File: src/rtl/ffag_pkg.sv
package ffag_pkg;

    localparam int WID_W = 10;   // width-in-words minus one
    localparam int HGT_W = 10;   // height-in-lines minus one
    localparam int MOD_W = 12;   // line-end modulo

    // Packing order is fixed: modulo at bit 20, height at bit 10, width at bit 0.
    typedef struct packed {
        logic [MOD_W-1:0] modulo;
        logic [HGT_W-1:0] hgt_m1;
        logic [WID_W-1:0] wid_m1;
    } size_t;

    localparam int SIZE_W = $bits(size_t);

endpackage

File: src/rtl/ffag_span_ctr.sv
module ffag_span_ctr #(
    parameter int CW = 10
) (
    input  logic          clk,
    input  logic          rst_n,
    input  logic          clr,
    input  logic          inc,
    input  logic [CW-1:0] last_val,
    output logic [CW-1:0] cnt,
    output logic          at_last
);

    logic [CW-1:0] cnt_d, cnt_q;

    assign at_last = (cnt_q == last_val);
    assign cnt     = cnt_q;

    always_comb begin
        cnt_d = cnt_q;
        if (clr) begin
            cnt_d = '0;
        end else if (inc) begin
            cnt_d = at_last ? '0 : cnt_q + 1'b1;
        end
    end

    always_ff @(posedge clk or negedge rst_n) begin
        if (!rst_n) begin
            cnt_q <= '0;
        end else begin
            cnt_q <= cnt_d;
        end
    end

endmodule

File: src/rtl/ffag_cfg_hold.sv
module ffag_cfg_hold
    import ffag_pkg::*;
#(
    parameter int ADDR_W = 24
) (
    input  logic              clk,
    input  logic              rst_n,
    input  logic              load,
    input  logic              sel_long,
    input  logic [ADDR_W-1:0] base_long,
    input  logic [ADDR_W-1:0] base_short,
    input  size_t             size_in,
    output size_t             size_out,
    output logic [ADDR_W-1:0] base_sel
);

    size_t size_d, size_q;

    assign base_sel = sel_long ? base_long : base_short;
    assign size_out = size_q;

    always_comb begin
        size_d = size_q;
        if (load) begin
            size_d = size_in;
        end
    end

    always_ff @(posedge clk or negedge rst_n) begin
        if (!rst_n) begin
            size_q <= '0;
        end else begin
            size_q <= size_d;
        end
    end

endmodule

File: src/rtl/ffag_top.sv
module ffag_top
    import ffag_pkg::*;
#(
    parameter int ADDR_W = 24
) (
    input  logic              clk,
    input  logic              rst_n,
    input  logic [ADDR_W-1:0] base_long,
    input  logic [ADDR_W-1:0] base_short,
    input  logic [31:0]       size_cfg,
    input  logic              field_start,
    input  logic              field_long,
    input  logic              line_start,
    input  logic              pix_req,
    output logic              addr_valid,
    output logic [ADDR_W-1:0] addr,
    output logic              addr_last
);

    typedef struct packed {
        logic              field_run;
        logic              line_on;
        logic [ADDR_W-1:0] cur;
        logic              vld;
        logic              last;
        logic [ADDR_W-1:0] out_addr;
    } state_t;

    state_t st_d, st_q;

    size_t             size_q;
    logic [ADDR_W-1:0] base_sel;
    logic [WID_W-1:0]  word_cnt;
    logic [HGT_W-1:0]  line_cnt;
    logic              word_last;
    logic              line_final;
    logic              fetch;
    logic              line_end;
    logic              field_end;

    ffag_cfg_hold #(.ADDR_W(ADDR_W)) u_cfg (
        .clk        (clk),
        .rst_n      (rst_n),
        .load       (field_start),
        .sel_long   (field_long),
        .base_long  (base_long),
        .base_short (base_short),
        .size_in    (size_t'(size_cfg[SIZE_W-1:0])),
        .size_out   (size_q),
        .base_sel   (base_sel)
    );

    ffag_span_ctr #(.CW(WID_W)) u_words (
        .clk      (clk),
        .rst_n    (rst_n),
        .clr      (field_start),
        .inc      (fetch),
        .last_val (size_q.wid_m1),
        .cnt      (word_cnt),
        .at_last  (word_last)
    );

    ffag_span_ctr #(.CW(HGT_W)) u_lines (
        .clk      (clk),
        .rst_n    (rst_n),
        .clr      (field_start),
        .inc      (line_end),
        .last_val (size_q.hgt_m1),
        .cnt      (line_cnt),
        .at_last  (line_final)
    );

    assign fetch     = pix_req && st_q.line_on && !field_start;
    assign line_end  = fetch && word_last;
    assign field_end = line_end && line_final;

    always_comb begin
        st_d      = st_q;
        st_d.vld  = fetch;
        st_d.last = line_end;
        if (fetch) begin
            st_d.out_addr = st_q.cur;
        end
        if (field_start) begin
            st_d.field_run = 1'b1;
            st_d.line_on   = 1'b0;
            st_d.cur       = base_sel;
        end else begin
            if (fetch) begin
                st_d.cur = line_end
                         ? st_q.cur + ADDR_W'(size_q.modulo)
                         : st_q.cur + ADDR_W'(1);
            end
            if (line_end) begin
                st_d.line_on = 1'b0;
            end
            if (field_end) begin
                st_d.field_run = 1'b0;
            end
            if (line_start && st_d.field_run) begin
                st_d.line_on = 1'b1;
            end
        end
    end

    always_ff @(posedge clk or negedge rst_n) begin
        if (!rst_n) begin
            st_q <= '0;
        end else begin
            st_q <= st_d;
        end
    end

    assign addr_valid = st_q.vld;
    assign addr_last  = st_q.last;
    assign addr       = st_q.out_addr;

endmodule

File: config.mk
export PLATFORM = sky130hd
export DESIGN_NAME = ffag_top
export DESIGN_NICKNAME = d
export VERILOG_FILES = /design/src/rtl/ffag_pkg.sv /design/src/rtl/ffag_span_ctr.sv /design/src/rtl/ffag_cfg_hold.sv /design/src/rtl/ffag_top.sv
export SDC_FILE = /design/constraint.sdc
export NUM_CORES = 1
export LEC_CHECK = 0
export CORE_MARGIN = 2
export CORE_UTILIZATION = 25
export DETAILED_ROUTE_END_ITERATION = 6
export GPL_ROUTABILITY_DRIVEN = 0
export GPL_TIMING_DRIVEN = 0
export PLACE_DENSITY = 0.45
export RECOVER_POWER = 25
export SLEW_MARGIN = 10
export SYNTH_ARGS = -nofsm -noshare
export SYNTH_HDL_FRONTEND = slang
export SYNTH_SLANG_ARGS = --single-unit
File: constraint.sdc
create_clock -name clk -period 3.9 [get_ports clk]
set_input_delay 1.17 -clock clk [delete_from_list [all_inputs] [get_ports clk]]
set_output_delay 1.17 -clock clk [all_outputs]
set_load 0.05 [all_outputs]
# Word level (Yosys, flattened, before mapping)
# Cells that the tools add are included.
[totals]
ff_bits = 104
latch_bits = 0
mem_bits_rw = 0
romBits = 0
in_bits = 86
out_inout_bits = 26
elab_cells = 40
n_memories = 0
[op_classes]
n_addsub = 4
multipliers = 0
div = 0
order_cmp = 0
eq_ne = 2
shift = 0
mux = 14
n_bitwise = 0
reduce_logical = 9
[op_table]
columns = ["cell", "n"]
rows = [
  ["24-bit two-way mux", 3],
  ["10-bit two-way mux", 6],
  ["26-bit two-way mux", 1],
  ["24-bit by 1-bit adder with 24-bit output, second input constant", 1],
  ["24-bit by 12-bit adder with 24-bit output", 1],
  ["10-bit by 1-bit adder with 10-bit output, second input constant", 2],
  ["10-bit equality test", 2],
  ["1-bit logical AND", 5],
  ["1-bit two-way mux", 4],
  ["2-bit nonzero test", 2],
  ["3-bit nonzero test", 1],
  ["1-bit zero test", 1],
]

# Longest topological paths before layout
[depth]
word_depth = 9
mapped_depth = 13
mapped_depth_nobuf = 12

# Hierarchy
# From an unflattened synthesis, not the netlist that was laid out.
[unflattened]
hier_cells = 570
area_unflattened_um2 = 6481.2
[by_module_without_submodules]
columns = ["mod", "n_inst", "cells_per_inst", "area_per_inst_um2", "seq_area_each_um2"]
rows = [
  ["ffag_top", 1, 325, 3193.1, 1301.2],
  ["ffag_cfg_hold", 1, 95, 1741.7, 800.8],
  ["ffag_span_ctr", 2, 75, 773.2, 250.2],
]

# Worst setup path before layout
# OpenSTA, ideal clock, no wires.
[synth_path]
path_kind = "input-to-reg"
startpoint = "input pix_req"
endpoint = "register st_q[46] (netlist name)"
setup_time_ps = 136
t_arrival_ps = 3838
required_ps = 3764
path_slack_ps = -74
stages = 13
path_buffers = 1
path_cell_list = "and2_2 > nand2b_1 > nor4_2 > buf_2 > nand2b_1 > ha_1 > fa_1 > a21oi_1 > o211ai_1 > a2111oi_4 > nor3_1 > xnor2_1 > mux2i_1"
[synth_via]
elab_chain_cells = 6
word_cells_on_any_way = 7
cone_classes = "mux: 3; reduce/logical: 4"
[synth_rtl]
columns = ["item", "line", "rtl"]
rows = [
  ["from (decl)", "ffag_top.sv:14", "input logic pix_req,"],
  ["1-bit logical AND * (2 in series)", "ffag_top.sv:73", "assign fetch = pix_req && st_q.line_on && !field_start;"],
  ["1-bit logical AND", "ffag_top.sv:74", "assign line_end = fetch && word_last;"],
  ["24-bit two-way mux", "ffag_top.sv:91", "? st_q.cur + ADDR_W'(size_q.modulo)"],
  ["24-bit two-way mux", "ffag_top.sv:89", "if (fetch) begin"],
  ["26-bit two-way mux", "ffag_top.sv:84", "if (field_start) begin"],
  ["to (signal assigned)", "ffag_top.sv:110", "st_q <= st_d;"],
  ["to (decl)", "ffag_top.sv:29", "state_t st_d, st_q;"],
]
# Mark *: on every way between the ends. The rest lies on a longest branch, timed or not. The select of a mux whose other input is x is not followed.
# A chain may end at the register's enable or synchronous reset.

# Worst setup path in the final report
[layout_path]
startpoint = "input field_start"
endpoint = "register st_q[44] (netlist name)"
[layout_via]
elab_chain_cells = 6
word_cells_on_any_way = 7
cone_classes = "mux: 3; reduce/logical: 4"
[layout_rtl]
columns = ["item", "line", "rtl"]
rows = [
  ["from (decl)", "ffag_top.sv:11", "input logic field_start,"],
  ["1-bit zero test", "ffag_top.sv:73", ""],
  ["1-bit logical AND", "ffag_top.sv:73", ""],
  ["1-bit logical AND", "ffag_top.sv:74", ""],
  ["24-bit two-way mux", "ffag_top.sv:91", ""],
  ["24-bit two-way mux", "ffag_top.sv:89", ""],
  ["26-bit two-way mux", "ffag_top.sv:84", ""],
]
# Parallel ways exist; a longest one is shown, timed or not. The select of a mux whose other input is x is not followed.

==> flow_summary.ini <==
[run_status]
outcome = complete, but fails checks
violations = capacitance limit, slew limit

[worst_setup_path]
worstPathRequired_ns = 4.12
crit_chain = dlygate4sd2_1 -> nand2b_4 -> nor4_4 -> buf_6 -> nand2b_1 -> ha_1 -> fa_2 -> a21oi_4 -> o211ai_1 -> a2111oi_4 -> buf_4 -> nor3_1 -> xnor2_1 -> mux2i_1
startpoint_type = primary input
r2r-end = st_q[44]
arrival_ns = 3.95
rr_startpoint = u_words.cnt[5]
critPathMaxStageDelay_ns = 0.38
r2r_slack_ns = 0.37
r2r_cells = 14
crit_path_max_fanout = 6
crit_end = st_q[44]
end_kind = register
crit_type = in -> reg
slowest_stage = fa_2
crit_path_start = field_start

[global_route]
grt_pass1_vias = 4686
grt_pass1_wl_mm = 24.81
grt_use_total_pct = 13.19
busiest_layer = met2
use_met1_pct = 17.05
gr-usage-met2_pct = 22.59
use_met3_pct = 3.056
antenna_found_initial = 0
grt_max_degree = 71
grt_overflow = 0

[cells_and_area]
layoutNonFillerInstCount = 994
utilization_pct = 33.83
layout.nets = 805
drive_above_1_share_pct = 16.50
diodes = 0
fillers = 2310
area_growth_pct = 32.86

[drt]
drc = 0
vias_per_cell = 4.560
drt-pass1-iter-count = 4
vias = 4533
wire_per_inst_um = 15.65
ant_nets = 0
dr.first_iter.drc_count = 219
drt_wl_total_mm = 15.56

[pwr]
power.internal_mw = 2.043
seq_power_share_pct = 43.3
power_density_mw_per_mm2 = 390.0
vdd_ir_drop_max_mv = 0.2189
p_sw_mw = 0.9436
switching_share_pct = 31.59
cellLeakagePower_nw = 3.217
p_comb_share_pct = 28.1
clkPwrFrac_pct = 28.7

[sta]
worst_pin_slew_ns = 2.043
hold_viol = 0
rsz0062_at_grt = false
min_period_ns = 3.730
clock.fmax_ghz = 0.2681
max-slew-margin-rel_pct = -36.19
slew_viol_final = 35
clock_skew_ns = 0.007906
final_min_period_over_clock_period_pct = 95.64
setup_violations = 0

[clock_tree]
root_buffer = clkbuf_16
cts_tree = done
cts.sinks = 104
clkTransAtPathRegs_ns = 0.07
postCtsHoldBufs = 0
clockBufferDepth = 2
cts_max_level = 3
cts_buffers = 9
clk_latency_ns = 0.35

[place]
dpl.hpwl_mm = 11.73
io_buffer_count = 110
dp_cells = 967

[yosys]
ys.flop_type = dfrtp_1
synthMostInstantiatedCell = dfrtp_1
synth_common_cells = dfrtp_1, nand2_1, mux2_2, o21ai_0, xnor2_1
syn_area_per_cell_um2 = 10.10
yosysTopAreaCell = dfrtp_1
synth_top_family_by_area = simple AND/OR/NAND/NOR gates
yosysTopAreaCellShare_pct = 45.15
synth_compound_area_share_pct = 10.38
synth-simple-area-share_pct = 16.93
synth_edf_count = 0
synth_seq_cells = 104
ys_seq_area_share_pct = 45.15
synthArstFlopShare_pct = 100.0
muxShareOfSynthArea_pct = 12.48
synth_xor_area_share_pct = 6.230
synth_cell_types = 53
ys.warnings.count = 0
syn-num-nets = 672
syn_inst = 571
synth_area_leaders = dfrtp_1, mux2_2, nand2_1, mux2i_1, xnor2_1
syn_area_mm2 = 0.005764
synthAdderAreaFrac_pct = 3.386

[die]
die_w_um = 155.8
initial_core_util_pct = 25.46
die-area_mm2 = 0.02429
rows = 55
die_h_um = 155.8
coreArea_mm2 = 0.02264
boundaryPins = 112

[worst_hold_path]
hold_path_depth = 2
hp-class = reg -> reg
min_from = addr[19]

[job]
drv_cap = 1
==> cells in the final DEF (no fill, tap or decap), types with 3 or more instances in the layout <==
cell             instances
clkdlybuf4s50_1        107
dfrtp_1                104
nand2_1                103
mux2_2                  39
buf_4                   35
o21ai_0                 33
xnor2_1                 31
mux2i_1                 28
a21oi_1                 22
nor2_1                  20
clkbuf_1                19
and2_1                  13
ha_1                    13
nand3_1                 11
xor2_1                  10
and3_1                  10
nor3_1                   9
clkbuf_16                9
nand4_1                  6
a211oi_1                 6
nor2b_1                  5
nand3b_1                 5
clkbuf_8                 4
inv_1                    4
o211ai_1                 4
nor3b_1                  4
nand2b_1                 3
buf_2                    3
o31ai_1                  3
o21a_1                   3
==> cells by family (layout without fill, tap and decap cells) <==
group / Yosys count / count (layout)
and+or+nand+nor: 203 / 203
AOI/OAI and AO/OA: 90 / 90
buffers and inverters: 51 / 189
DFF: 104 / 104
muxes: 67 / 67
adders and majority gates: 15 / 15
xor gates and xnor gates: 41 / 41
==> power by group through the flow <==
| stage | combinational (mW) | clock, mW | sequential, mW |
|---|---|---|---|
| after global routing | 0.910 | 0.924 | 1.31 |
| after floorplan | 0.551 | 0 | 1.28 |
| final | 0.838 | 0.857 | 1.29 |
| after global placement | 0.827 | 0 | 1.31 |
| after CTS | 0.850 | 0.888 | 1.29 |
| after detailed placement | 0.840 | 0 | 1.32 |
==> what timing repair did <==
action,4_1_cts,5_1_grt
endpoints found under the setup margin,20,13
pin swaps,7,5
gates resized for setup,14,5
buffers inserted,9,2
==> critical path, delay by kind of cell <==
kind	cells	cell delay, ns
and+or+nand+nor	4	0.54
muxes	1	0.09
AOI/OAI and AO/OA	3	0.72
buffers and inverters	3	0.64
xor gates and xnor gates	1	0.19
adders and majority gates	2	0.59
==> through the flow <==
step	worst slack (ns)	hold WS [ns]	TNS [ns]	power, mW	instance area (um^2)
floorplan	0.07140	0.4470	0	1.836	5776
global placement	-2.528	0.4583	-279.63	2.139	7233
detailed placement	-1.288	0.4640	-18.37	2.155	7262
CTS	0.05530	0.4806	0	3.032	7641
global route	0.008614	0.5046	0	3.144	7659
finish	0.1701	0.4741	0	2.987	7659
==> worst min-delay path by stage <==
stage / end / slack, ns
after global routing: addr[5] / 0.50
after detailed placement: addr[20] / 0.46
after CTS: addr[20] / 0.48
after global placement: st_q[51] / 0.46
final: addr[19] / 0.47
after floorplan: addr[3] / 0.45
==> registers in the layout, indices dropped and copies added, names as in the netlist <==
register / count
addr_valid: 1
u_cfg.size_out: 32
addr_last: 1
addr: 24
u_words.cnt: 10
st_q: 26
u_lines.cnt: 10
==> routing by layer <==
layer | wire (um) | vias to the layer above
met2 | 7465 | 103
met1 | 7252 | 2191
met3 | 719 | 10
li1 | - | 2229
met4 | 120 | 0
met5 | 0 | -
==> area by class of cell <==
type                       count  area [um^2]  share of cell area (%)
timing repair buffer         122         1199                   15.65
sequential                   104         2603                   33.98
clock inverter                 3        17.52                  0.2287
clock buffer                  13        250.2                   3.267
inverter                       4        15.01                  0.1960
multi-input combinational    416         2903                   37.90
tap                          285        356.6                   4.656
buffer                        47        315.3                   4.117
No activity file was read; power rests on OpenSTA's default activity.
